File: src/rtl/core1_hotplug_req.sv
module core1_hotplug_req #(
  parameter int FW       = 16,
  parameter int CW       = 4,
  parameter int OFF_HOLD = 3,
  parameter int ON_HOLD  = 2
) (
  input  logic          clk,
  input  logic          rst_n,
  input  logic          sample,
  input  logic [FW-1:0] load_khz,
  input  logic [FW-1:0] max_khz,
  input  logic [FW-1:0] fix_lo_khz,
  input  logic [FW-1:0] fix_hi_khz,
  input  logic          core_in_reset,
  output logic [3:0]    req_code,
  output logic [FW-1:0] freq_khz
);
  localparam logic [3:0]    REQ_ON  = 4'b1001;
  localparam logic [3:0]    REQ_OFF = 4'b0101;
  localparam logic [CW-1:0] OFF_LIM = CW'(OFF_HOLD);
  localparam logic [CW-1:0] ON_LIM  = CW'(ON_HOLD);

  logic [FW-1:0] lo_thr, hi_thr;
  logic [CW-1:0] off_cnt, on_cnt;
  logic          last_on;
  logic          below, above, off_go, on_go;

  assign lo_thr = (fix_lo_khz != '0) ? fix_lo_khz : FW'(max_khz / 3);
  assign hi_thr = (fix_hi_khz != '0) ? fix_hi_khz : FW'({max_khz, 1'b0} / 3);

  assign below  = load_khz < lo_thr;
  assign above  = !below && (load_khz > hi_thr);
  assign off_go = sample && below && (off_cnt >= OFF_LIM) && last_on && !core_in_reset;
  assign on_go  = sample && above && (on_cnt >= ON_LIM) && !last_on && core_in_reset;

  assign req_code = on_go ? REQ_ON : (off_go ? REQ_OFF : 4'b0000);
  assign freq_khz = on_go ? max_khz : load_khz;

  always_ff @(posedge clk or negedge rst_n) begin
    if (!rst_n) begin
      off_cnt <= '0;
      on_cnt  <= '0;
      last_on <= 1'b1;
    end else if (sample) begin
      if (below) begin
        on_cnt <= '0;
        if (off_cnt < OFF_LIM) off_cnt <= off_cnt + 1'b1;
      end else if (above) begin
        off_cnt <= '0;
        if (on_cnt < ON_LIM) on_cnt <= on_cnt + 1'b1;
      end
      if (off_go) last_on <= 1'b0;
      if (on_go)  last_on <= 1'b1;
    end
  end
endmodule

File: config.mk
export PLATFORM = sky130hd
export DESIGN_NAME = core1_hotplug_req
export DESIGN_NICKNAME = d
export VERILOG_FILES = /design/src/rtl/core1_hotplug_req.sv
export SDC_FILE = /design/constraint.sdc
export NUM_CORES = 1
export LEC_CHECK = 0
export BUFFER_PORTS_ARGS = -buffer_cell sky130_fd_sc_hd__clkbuf_2
export CAP_MARGIN = 15
export CORE_AREA = 2 2 116 118
export CTS_CLUSTER_SIZE = 20
export DETAILED_ROUTE_END_ITERATION = 8
export DIE_AREA = 0 0 118 120
export GPL_TIMING_DRIVEN = 0
export PLACE_DENSITY_LB_ADDON = 0.12
export SETUP_SLACK_MARGIN = 0.3
export SYNTH_ARGS = -nofsm -noshare
export SYNTH_HDL_FRONTEND = slang
export SYNTH_SLANG_ARGS = --single-unit
File: constraint.sdc
create_clock -name clk -period 27.5 [get_ports clk]
set_input_delay 5.5 -clock clk [delete_from_list [all_inputs] [get_ports clk]]
set_output_delay 5.5 -clock clk [all_outputs]
set_load 0.05 [all_outputs]
Yosys cells after proc, flatten, opt, wreduce, memory -nomap -nowiden
Index checks and enable logic that the tools add are counted.
{"block": "totals", "wordCells": 47, "out_inout_bits": 20, "reg_bits": 9, "inputBits": 68}
{"block": "op_classes", "n_lt_le_gt_ge": 6, "n_eq_ne": 1, "div": 2, "n_addsub": 2, "reduce_logical": 20, "muxes": 13}
{"operator": "16-bit 2-to-1 mux", "count": 3}
{"operator": "16-bit by 2-bit divider with 32-bit output, second input constant", "count": 1}
{"operator": "17-bit by 2-bit divider with 32-bit output, second input constant", "count": 1}
{"operator": "16-bit nonzero test", "count": 2}
{"operator": "4-bit 2-to-1 mux", "count": 7}
{"operator": "16-bit > comparator", "count": 1}
{"operator": "16-bit < comparator", "count": 1}
{"operator": "1-bit logical AND", "count": 9}
{"operator": "4-bit by 1-bit adder with 4-bit output, second input constant", "count": 2}
{"operator": "4-bit by 2-bit greater-or-equal comparator with 1-bit output, second input constant", "count": 2}
{"operator": "4-bit by 2-bit < comparator with 1-bit output, second input constant", "count": 2}
{"operator": "3-bit AND reduction", "count": 2}
{"operator": "2-bit nonzero test", "count": 3}
{"operator": "1-bit zero test", "count": 3}
{"operator": "3-bit 2-to-1 mux", "count": 1}
{"operator": "1-bit 2-to-1 mux", "count": 2}
{"operator": "2-bit by 1-bit != test with 1-bit output, second input constant", "count": 1}
{"operator": "2-bit AND reduction", "count": 1}

Depth between registers and ports, before layout
Gate-level depths: netlist of run 1.
{"block": "logic_depth", "word_depth": 11, "ltp_mapped": 48, "ltp_nobuf": 41}

Least setup slack after synthesis of run 1
No wires, ideal clock.
{"block": "synth_path", "path_kind": "input to output", "start": "in max_khz[14]", "end": "out freq_khz[0]", "arrival_ps": 14045, "t_required_ps": 22000, "n_path_buf": 7, "cell_stages": 47, "path_slack_ps": 7955, "path_cell_list": "buf_2 -> buf_1 -> clkbuf_1 -> clkbuf_1 -> ha_1 -> and3b_1 -> o21ai_0 -> a21oi_1 -> or2_2 -> clkbuf_1 -> a21oi_1 -> o221a_2 -> a211o_1 -> a21oi_1 -> o211ai_1 -> and3_1 -> a2bb2oi_1 -> o211a_1 -> [11 not listed] -> nor2b_1 -> o21a_1 -> o21ai_0 -> nand2b_1 -> a21oi_1 -> nor2b_1 -> o21ai_0 -> nand2b_1 -> a21oi_1 -> o21ai_0 -> a21oi_1 -> nor2b_1 -> o211ai_1 -> nor4b_1 -> nand2_4 -> buf_6 -> inv_2 -> o21ai_0"}
{"block": "synth_via", "elab_chain_cells": 10, "word_cells_on_any_way": 13, "classes_between": "div: 2; order compare: 2; mux: 3; reduce/logical: 6"}
{"element": "start: declaration", "line_no": "11", "rtl": "input logic [FW-1:0] max_khz,"}
{"element": "branches (longest 4 deep; another with 17-bit by 2-bit divider with 32-bit output)"}
{"element": "1-bit logical AND (*)", "line_no": "32", "rtl": "assign above = !below && (load_khz > hi_thr);"}
{"element": "1-bit logical AND (*) (4 in a row)", "line_no": "34", "rtl": "assign on_go = sample && above && (on_cnt >= ON_LIM) && !last_on && core_in_reset;"}
{"element": "via on_go", "line_no": "26", "rtl": "logic below, above, off_go, on_go;"}
{"element": "16-bit 2-to-1 mux (*)", "line_no": "37", "rtl": "assign freq_khz = on_go ? max_khz : load_khz;"}
{"element": "end: declaration", "line_no": "16", "rtl": "output logic [FW-1:0] freq_khz"}
Mark *: on every way through the listed nets, which the timed path passes.

Worst setup path in the final report of run 1
{"block": "layout_path", "start": "in max_khz[14]", "end": "out freq_khz[7]"}
{"block": "layout_via", "elab_chain_cells": 10, "word_cells_on_any_way": 13, "classes_between": "div: 2; order compare: 2; mux: 3; reduce/logical: 6"}
{"element": "branches (longest 4 deep; another with 17-bit by 2-bit divider with 32-bit output)"}
{"element": "1-bit logical AND (*)", "line_no": "32"}
{"element": "1-bit logical AND (*) (4 in a row)", "line_no": "34"}
{"element": "16-bit 2-to-1 mux (*)", "line_no": "37"}
Every way passes the cells marked *.

==> results of run 1 <==
## cell families after synthesis
kind of cell	after synthesis	share of synthesized area, %
xor+xnor	23	4.23
fa+ha+maj	37	8.10
compound gates	331	42.1
buf+inv	95	7.18
other cells	1	0.0656
mux	23	4.90
flops	9	3.96
simple gates	319	29.5
## worst reg2reg max path: cells and delay by family (launching register included)
family | cells | cell delay, ns
and+or+nand+nor | 4 | 0.92
DFF | 1 | 0.40
buffers and inverters | 2 | 0.30
adders and majority gates | 1 | 0.13
## Yosys cell counts (5+ instances only)
cell type	n
nor2b_1	15
a21o_1	10
dfrtp_1	8
nand3b_1	5
nand4_1	11
and4_1	5
a211o_1	9
a31oi_1	15
mux2i_1	7
inv_1	14
xnor2_1	15
o21ai_0	62
mux2_2	8
a21oi_1	79
nand2b_1	16
or3_1	8
o22ai_1	9
o21a_1	9
and2_1	16
mux2_4	8
nor2_1	77
nor4_1	14
xor2_1	5
o211ai_1	15
buf_2	13
nor3_1	19
or2_2	8
clkinv_1	6
nand3_1	17
o21ai_1	8
nand2_1	70
a211oi_1	22
and3_1	9
o31a_1	5
buf_1	8
ha_1	37
clkbuf_1	47
## stage by stage
step	std cells	area (sq um)	setup WS (ns)	hold slack, ns	total power, uW
3_3_place_gp	1094	6330	6.75	0.475	201
2_1_floorplan	838	5710	7.95	0.455	157
6_report	1098	6410	6.51	0.488	232
5_1_grt	1098	6410	5.85	0.509	250
4_1_cts	1098	6410	6.67	0.492	228
3_5_place_dp	1094	6330	6.72	0.477	201
## per-layer routing
| layer | vias to the layer above | routed length (um) | GRT usage (%) |
|---|---|---|---|
| met5 | - | 0 | 0 |
| met4 | 0 | 261 | 5.50 |
| met3 | 26 | 1070 | 2.04 |
| met2 | 241 | 9250 | 46.4 |
| met1 | 3247 | 9730 | 38.8 |
| li1 | 3376 | - | - |
## layout make-up
type,count,share of cell area (%)
multi-input combinational,734,79.2
buffer,74,5.17
inverter,21,1.23
timing repair buffer,80,6.24
tap,176,3.43
sequential,9,3.53
clock buffer,4,1.23
## sequential cells by signal, summed over array words and instances, names as in the netlist
name / flops
last_on: 1
off_cnt: 4
on_cnt: 4
## worst max-delay path by stage
stage | startpoint | endpoint | slack [ns]
finish | max_khz[14] | freq_khz[7] | 6.51
detailed placement | max_khz[14] | freq_khz[7] | 6.72
CTS | max_khz[14] | freq_khz[7] | 6.67
global placement | max_khz[14] | freq_khz[7] | 6.75
floorplan | max_khz[14] | freq_khz[0] | 7.95
global route | max_khz[14] | freq_khz[7] | 5.85
## where the power goes
| group | total (uW) | internal, uW | switching (uW) |
|---|---|---|---|
| Combinational | 187 | 71.7 | 116 |
| Clock | 26.5 | 19.4 | 7.01 |
| Sequential | 17.8 | 15.8 | 1.99 |
| Total | 232 | 107 | 125 |
==> summary.txt, run 1 <==
Fraction of registers with async set/reset: 100%
Number of global-route vias before repair: 6349
Final hold vios: 0
Die W: 118 um
Yosys warns: 0
PD cells: 36.1 nW/um^2
Final Slew Violations: 0
Most frequent CP cell: ha_1
Leak: 0.00264 uW
Clock Sink Count: 9
Worst setup SP type: input pin
Synth cell types: 116
DRC errors left: 0
Setup crit end kind: primary output
Final setup vio count: 0
CP max stage delay: 0.64 ns
Synthesized instance count: 838
Top post-synthesis cells by area: ha_1 8.1%, a21oi_1 6.9%, o21ai_0 5.4%, nor2_1 5.1%, nand2_1 4.6%
Detailed router's first-iteration violation count: 626
Worst Hold Path EP: off_cnt[3]
FF-to-FF End: last_on
Seq/Total Area, Yosys: 3.96%
Largest net degree at the start of global routing: 11
Nets@finish: 1028
CTS tree: yes
Area fraction of the dominant cell type after synthesis: 8.10%
Clk_lat worst skew: 0.24 ns
Run status: finished, final reports clean
Kind of critical path: input pin to primary output
Critical path fanouts, max: 10
Commonest non-fill, non-tap cell in the layout: clkbuf_2
Final min period: 20.99 ns
Worst path depth: 39
Clock H-tree levels: 1
Clk_skew: 0.00237 ns
Multi-input gate area: 5080 sq um
CP top delay family: compound AO/OA/AOI/OAI gates
Fmax: 0.0476 GHz
Antenna-violating nets left: 0
Overall routing resource usage: 27.6%
Port bufs: 80
Fraction of layout cells with a size suffix above 1: 18.7%
Num ports: 88
DRT Wirelength: 20300 um
Reg area: 226 sq um
Worst Path Arrival: 15.49 ns
Wire per inst: 18.5 um
Synth area leader: ha_1
Inserted Clock Buffers: 3
Cts-stage hold buffer count: 0
Via count: 6890
Vias per cell: 6.28
Hold path depth: 1
Post-Route Setup TNS: 0 ns
ANT cells: 0
CP Buf/Inv Count: 8
Die ar.: 14200 sq um
Fillcell total: 1399
Critical Path RT: 22.00 ns
R2R Setup Slk: 25.69 ns
Resize count post-CTS: 0
Setup Fix Bufs, Post-CTS: 0
RSZ-0062 raised after global routing: no
Reg2Reg Depth: 7
Hold_sp: off_cnt[3]
Number of cell rows: 42
Seq cells post-synth: 9
Syn-to-layout area delta: 12.2%
CP max-delay cell: o21ai_1
Clock transition at path regs: 0.04 ns
Worst VDD drop: 0.0197 mV
First-pass GRT wire length: 32700 um
Hold WC Path Type: register to register
Grt total ovfl: 0
Die Y: 120 um
Fraction of the cycle the final worst path needs: 76.3%
R2r startpoint: on_cnt[0]
Primary FF master, synth: dfrtp_1
Mapped cell area: 5710 sq um
Post-DP HPWL: 16100 um
GP Congestion: 0.933
Max-capacitance violation count: 0
Commonest cells after routing, fill and taps aside: 80 x clkbuf_2, 79 x a21oi_1, 77 x nor2_1
Clk root buf: clkbuf_16
Initial antenna violation count: 0
Post-synth EDFFs: 0
Syn_nets: 943
Worst Tran Pin Value: 0.785 ns
Fin util: 49.4%
Average size of a mapped cell: 6.82 sq um
DR pass1 iterations: 5
Core area: 13000 sq um
Slew margin rel.: 47.3%
Maximum clock path buffer count: 2
Starting Density: 44.0%
No activity file was read; power rests on OpenSTA's default activity.
==> run 2, diff against run 1 <==
--- a/config.mk
+++ b/config.mk
@@ -5,12 +5,13 @@
 export SDC_FILE = /design/constraint.sdc
 export NUM_CORES = 1
 export LEC_CHECK = 0
+export ABC_AREA = 1
 export BUFFER_PORTS_ARGS = -buffer_cell sky130_fd_sc_hd__clkbuf_2
 export CAP_MARGIN = 15
-export CORE_AREA = 2 2 116 118
+export CORE_AREA = 2 2 100 102
 export CTS_CLUSTER_SIZE = 20
 export DETAILED_ROUTE_END_ITERATION = 8
-export DIE_AREA = 0 0 118 120
+export DIE_AREA = 0 0 102 104
 export GPL_TIMING_DRIVEN = 0
 export PLACE_DENSITY_LB_ADDON = 0.12
 export SETUP_SLACK_MARGIN = 0.3
==> constraint.sdc (replaced) <==
create_clock -name clk -period 16.8 [get_ports clk]
set_input_delay 3.36 -clock clk [delete_from_list [all_inputs] [get_ports clk]]
set_output_delay 3.36 -clock clk [all_outputs]
set_load 0.05 [all_outputs]
==> run 2 against run 1 <==
Against the previous run:
- final cell count down 15%
- register-to-register slack lost 10 ns
- highest routed layer unchanged
- critical path depth up 31
- sequential share of layout area increased by 1.1 points
- critical path type unchanged
- synthesized area decreased by 27%
==> summary.txt, run 2 <==
Fillcell total: 1053
Run status: finished, final reports clean
Number of cell rows: 36
Port bufs: 84
Clock transition at path regs: 0.04 ns
Post-Route Setup TNS: 0 ns
Num ports: 88
Post-synthesis mux area share: 0.240%
Inserted Clock Buffers: 3
Worst Tran Pin Value: 0.924 ns
DRC errors left: 0
R2r startpoint: off_cnt[0]
First-pass GRT wire length: 20300 um
Fmax: 0.0648 GHz
Initial antenna violation count: 0
Vias per cell: 5.28
DR pass1 iterations: 4
CTS tree: yes
Area fraction of the dominant cell type after synthesis: 19.2%
Synth area leader: nand2_1
Synth cell types: 51
Top post-synthesis cells by area: nand2_1 19%, ha_1 11%, a21oi_1 6.4%, nand3_1 6.2%, inv_1 6.1%
Count leader, synth: nand2_1
Multi-input gate area: 3590 sq um
CP max-delay cell: a31oi_1
Nets@finish: 904
Die Y: 104 um
Synth top cells by count: 213 x nand2_1, 68 x inv_1, 53 x a21oi_1
Setup crit end kind: primary output
Fraction of the cycle the final worst path needs: 91.8%
Overall routing resource usage: 22.7%
Final WS setup: 1.37 ns
Worst VDD drop: 0.0588 mV
Wire per inst: 13.0 um
Met2 WL post-DR: 5880 um
Clk root buf: clkbuf_8
Fraction of layout cells with a size suffix above 1: 24.2%
M1 wire length: 5500 um
Dpl cells: 927
Via count: 4913
Post-DP HPWL: 10400 um
Hold WC Path Type: register to register
Count of non-filler cells in the finished layout: 931
Fin util: 50.7%
PD cells: 79.9 nW/um^2
Setup Fix Bufs, Post-CTS: 0
Die ar.: 10600 sq um
Pwr Total: 387 uW
CP max stage delay: 0.35 ns
Most frequent CP cell: nand2_1
Maximum clock path buffer count: 2
Die W: 102 um
Syn-to-layout area delta: 16.1%
Starting Density: 43.7%
Average size of a mapped cell: 5.88 sq um
Primary FF master, synth: dfrtp_1
Critical path fanouts, max: 10
Clock H-tree levels: 1
Regs by FF count: off_cnt (4), on_cnt (4), last_on (1)
Final setup vio count: 0
Synthesized instance count: 710
Final min period: 15.43 ns
Number of global-route vias before repair: 4513
ANT cells: 0
Met3 WL: 583 um
Worst Path Arrival: 12.07 ns
Core area: 9550 sq um
Setup crit start: max_khz[14]
XOR/XNOR share of the synthesized area: 4.62%
Commonest non-fill, non-tap cell in the layout: nand2_1
Kind of critical path: input pin to primary output
Largest family of logic cells by synthesized area: simple AND/OR/NAND/NOR gates
Post-synth EDFFs: 0
Critical Path RT: 13.44 ns
Post-Synth Adder-Cell Area: 11.1%
Seq/Total Area, Yosys: 5.43%
Simple-gate share of the synthesized area: 53.4%
Top sig layer: met4
DRT Wirelength: 12100 um
Largest net degree at the start of global routing: 11
Final Slew Violations: 0
Post-Place Worst Slack: 1.18 ns
Clk_lat worst skew: 0.23 ns
Detailed router's first-iteration violation count: 221
Syn_nets: 815
Slew margin rel.: 38.0%
Post-synthesis compound-gate area fraction: 15.9%
Antenna-violating nets left: 0
Reg area: 226 sq um
Hold_sp: off_cnt[2]
Max-capacitance violation count: 0
Clock Sink Count: 9
RSZ-0062 raised after global routing: no
Clk_skew: 0.000288 ns
Seq cells post-synth: 9
GP Congestion: 0.892
Leak: 0.00270 uW
Final hold vios: 0
Grt total ovfl: 0
Yosys warns: 0
Worst setup SP type: input pin
Mapped cell area: 4170 sq um
Commonest cells after routing, fill and taps aside: 212 x nand2_1, 72 x clkbuf_2, 68 x inv_1
Fraction of registers with async set/reset: 100%
==> run 2: changes by cell type after synthesis, moves of 16 or more <==
cell	before	now
clkbuf_1	47	3
a21oi_1	79	53
inv_1	14	68
nand3_1	17	52
o21ai_0	62	22
nand2_2	1	17
nor2_1	77	51
nand2_1	70	213
nand2b_1	16	0
a211oi_1	22	3
==> run 2: logic make-up (layout without fill, tap and decap cells) <==
logic type                 after synthesis  in the layout
buffers and inverters                   92            180
and+or+nand+nor                        431            431
AOI/OAI and AO/OA                      117            117
adders and majority gates               37             37
DFF                                      9              9
muxes                                    1              1
other                                    1              1
xor gates and xnor gates                22             22
==> run 2: report_power, final <==
group | internal (uW) | switching, uW | leakage (uW)
Sequential | 27.4 | 3.98 | 0.000118
Clock | 16.5 | 7.85 | 0.0000228
Combinational | 116 | 216 | 0.00256
==> run 2: worst max-delay path, delay by kind of cell <==
| kind | cells | cell delay [ns] |
|---|---|---|
| adder cells (fa/ha/maj) | 2 | 0.48 |
| AND/OR/NAND/NOR | 57 | 6.43 |
| buffers and inverters | 5 | 0.77 |
| AO/OA/AOI/OAI | 6 | 1.00 |
==> run 2: final timing paths <==
check | depth (start not counted) | slack (ns) | endpoint
setup / recovery | 70 | 1.37 | freq_khz[10]
hold / removal | 2 | 0.47 | off_cnt[2]
setup reg to reg | 5 | 15.23 | off_cnt[3]
hold reg to reg | 2 | 0.47 | off_cnt[2]
max in group asynchronous | 1 | 13.57 | last_on
min in group asynchronous | 1 | 2.98 | off_cnt[2]
==> run 2: final cells by class <==
| type | instances | share of cell area [%] |
|---|---|---|
| tap | 133 | 3.43 |
| timing repair buffer | 84 | 8.93 |
| clock buffer | 4 | 0.930 |
| inverter | 77 | 5.96 |
| buffer | 15 | 1.99 |
| sequential | 9 | 4.67 |
| multi-input combinational | 609 | 74.1 |
==> run 2: timing repair <==
action | 4_1_cts | 5_1_grt
hold buffers | 0 | 0
setup endpoints to repair | 0 | 18
resized for setup | 0 | 25
==> run 2: per-stage QoR <==
stage | area (sq um) | hold slack, ns
after CTS | 4810 | 0.477
after detailed placement | 4760 | 0.457
after global routing | 4850 | 0.503
final | 4850 | 0.472
after global placement | 4760 | 0.451
after floorplan | 4170 | 0.430
==> run 2: metal layers <==
layer  global-route usage [%]  up-vias
met2                     39.0      115
li1                         -     2570
met5                        0        -
met3                     2.42       10
met4                     3.43        0
met1                     30.9     2218
==> run 3, diff against run 2 <==
--- a/config.mk
+++ b/config.mk
@@ -12,9 +12,9 @@
 export CTS_CLUSTER_SIZE = 20
 export DETAILED_ROUTE_END_ITERATION = 8
 export DIE_AREA = 0 0 102 104
-export GPL_TIMING_DRIVEN = 0
-export PLACE_DENSITY_LB_ADDON = 0.12
+export PLACE_DENSITY = 0.68
 export SETUP_SLACK_MARGIN = 0.3
+export SLEW_MARGIN = 40
 export SYNTH_ARGS = -nofsm -noshare
 export SYNTH_HDL_FRONTEND = slang
 export SYNTH_SLANG_ARGS = --single-unit
==> run 3 against run 2 <==
Against the previous run:
- final cell count decreased by 1.2%
- global-route usage increased by 0.63 points
- via count increased by 0.92%
- sequential share of layout area increased by 0.085 points
- critical path depth increased by 2
- first-iteration DRC count decreased by 7.7%
- maximum frequency decreased by 0.63%
- core utilization decreased by 0.90 points
- clock-buffer cell count unchanged
- critical path type unchanged
- highest routed layer unchanged
==> summary.txt, run 3 (synthesis results as in run 2) <==
Final setup vio count: 0
Setup crit end kind: primary output
Nets@finish: 893
Clk_skew: 0.00734 ns
Cts-stage hold buffer count: 0
Core area: 9550 sq um
Met1 Track Usage GR: 32.3%
Worst VDD drop: 0.0269 mV
Fraction of the cycle the final worst path needs: 92.4%
Clock transition at path regs: 0.04 ns
Vias per cell: 5.39
Dpl cells: 916
Grt total ovfl: 0
CP max stage delay: 0.30 ns
Die W: 102 um
Starting Density: 43.7%
Die ar.: 10600 sq um
Fmax: 0.0644 GHz
Final hold vios: 0
ANT cells: 0
Max-capacitance violation count: 0
Die Y: 104 um
GP Congestion: 0.951
Overall routing resource usage: 23.3%
Maximum clock path buffer count: 2
RSZ-0062 raised after global routing: no
PD cells: 81.9 nW/um^2
Setup Fix Bufs, Post-CTS: 0
Post-Route Setup TNS: 0 ns
Commonest cells after routing, fill and taps aside: 213 x nand2_1, 84 x clkbuf_2, 68 x inv_1
Commonest non-fill, non-tap cell in the layout: nand2_1
Resize count post-CTS: 0
Clk_lat worst skew: 0.24 ns
Pwr Total: 390 uW
Fraction of layout cells with a size suffix above 1: 23.1%
Inserted Clock Buffers: 3
Met2 Track Usage GR: 40.3%
Slew margin rel.: 61.6%
Post-DP HPWL: 10600 um
Leak: 0.00265 uW
Critical path fanouts, max: 32
Largest net degree at the start of global routing: 37
Most frequent CP cell: nand2_1
DRT Wirelength: 12400 um
Worst setup SP type: input pin
Number of cell rows: 36
DP Area: 4690 sq um
Kind of critical path: input pin to primary output
Num ports: 88
Detailed router's first-iteration violation count: 204
Syn-to-layout area delta: 14.0%
GR peak layer: met2
Global routing met3 resource utilization: 0.739%
Final min period: 15.53 ns
Final Slew Violations: 0
Number of global-route vias before repair: 4596
Run status: finished, final reports clean
Antenna-violating nets left: 0
Wire per inst: 13.5 um
Regs by FF count: off_cnt (4), on_cnt (4), last_on (1)
Clk root buf: clkbuf_8
Fin util: 49.8%
Clock Sink Count: 9
CTS tree: yes
Count of non-filler cells in the finished layout: 920
Worst Tran Pin Value: 0.575 ns
Finished Cell Area: 4760 sq um
CP max-delay cell: ha_1
DRC errors left: 0
DR pass1 iterations: 5
Worst Path Arrival: 12.17 ns
Clock H-tree levels: 1
Initial antenna violation count: 0
Hold WC Path Type: register to register
First-pass GRT wire length: 20800 um
Critical Path RT: 13.44 ns
Port bufs: 86
Via count: 4958
[run 3: cell types whose count changed in the layout (fill, tap and decap cells not counted), sizes merged]
cell    delta
clkbuf     +7
buf       -18
[run 3: area by class of cell]
cell class | count | area, sq um
fillers | 1069 | 4790
clock buffers | 4 | 45.0
inverters | 77 | 289
flip-flops and latches | 9 | 226
multi-input cells | 609 | 3580
repair buffers | 88 | 452
well taps | 133 | 166
[run 3: report_power, final]
group          internal (uW)  total [uW]  switching, uW
sequential              27.4        31.2           3.89
clock                   16.6        25.9           9.29
combinational            114         333            218
total                    158         390            232
[run 3: per-stage QoR]
| stage | worst slack (ns) | hold WS [ns] |
|---|---|---|
| floorplan | 2.21 | 0.430 |
| global placement | 1.21 | 0.447 |
| detailed placement | 1.03 | 0.448 |
| CTS | 1.00 | 0.460 |
| global route | 0.309 | 0.483 |
| finish | 1.27 | 0.459 |
[run 3: path summary, 6_finish.rpt]
check,from,end,slack [ns],cells after the start
setup / recovery,max_khz[14],freq_khz[14],1.27,72
hold / removal,off_cnt[2],off_cnt[2],0.46,2
setup reg to reg,off_cnt[0],off_cnt[3],15.23,5
hold reg to reg,off_cnt[2],off_cnt[2],0.46,2
max in group asynchronous,rst_n,last_on,13.56,1
min in group asynchronous,rst_n,on_cnt[1],2.98,1
[run 3: layer usage]
layer,up-vias,routed length [um]
li1,2553,-
met3,15,506
met1,2253,5790
met4,0,176
met5,-,0
met2,137,5920
[run 3: worst max-delay path: cells and delay by family]
kind | cells | cell delay [ns]
simple gates | 63 | 7.30
buf+inv | 6 | 0.77
compound gates | 1 | 0.16
fa+ha+maj | 2 | 0.52
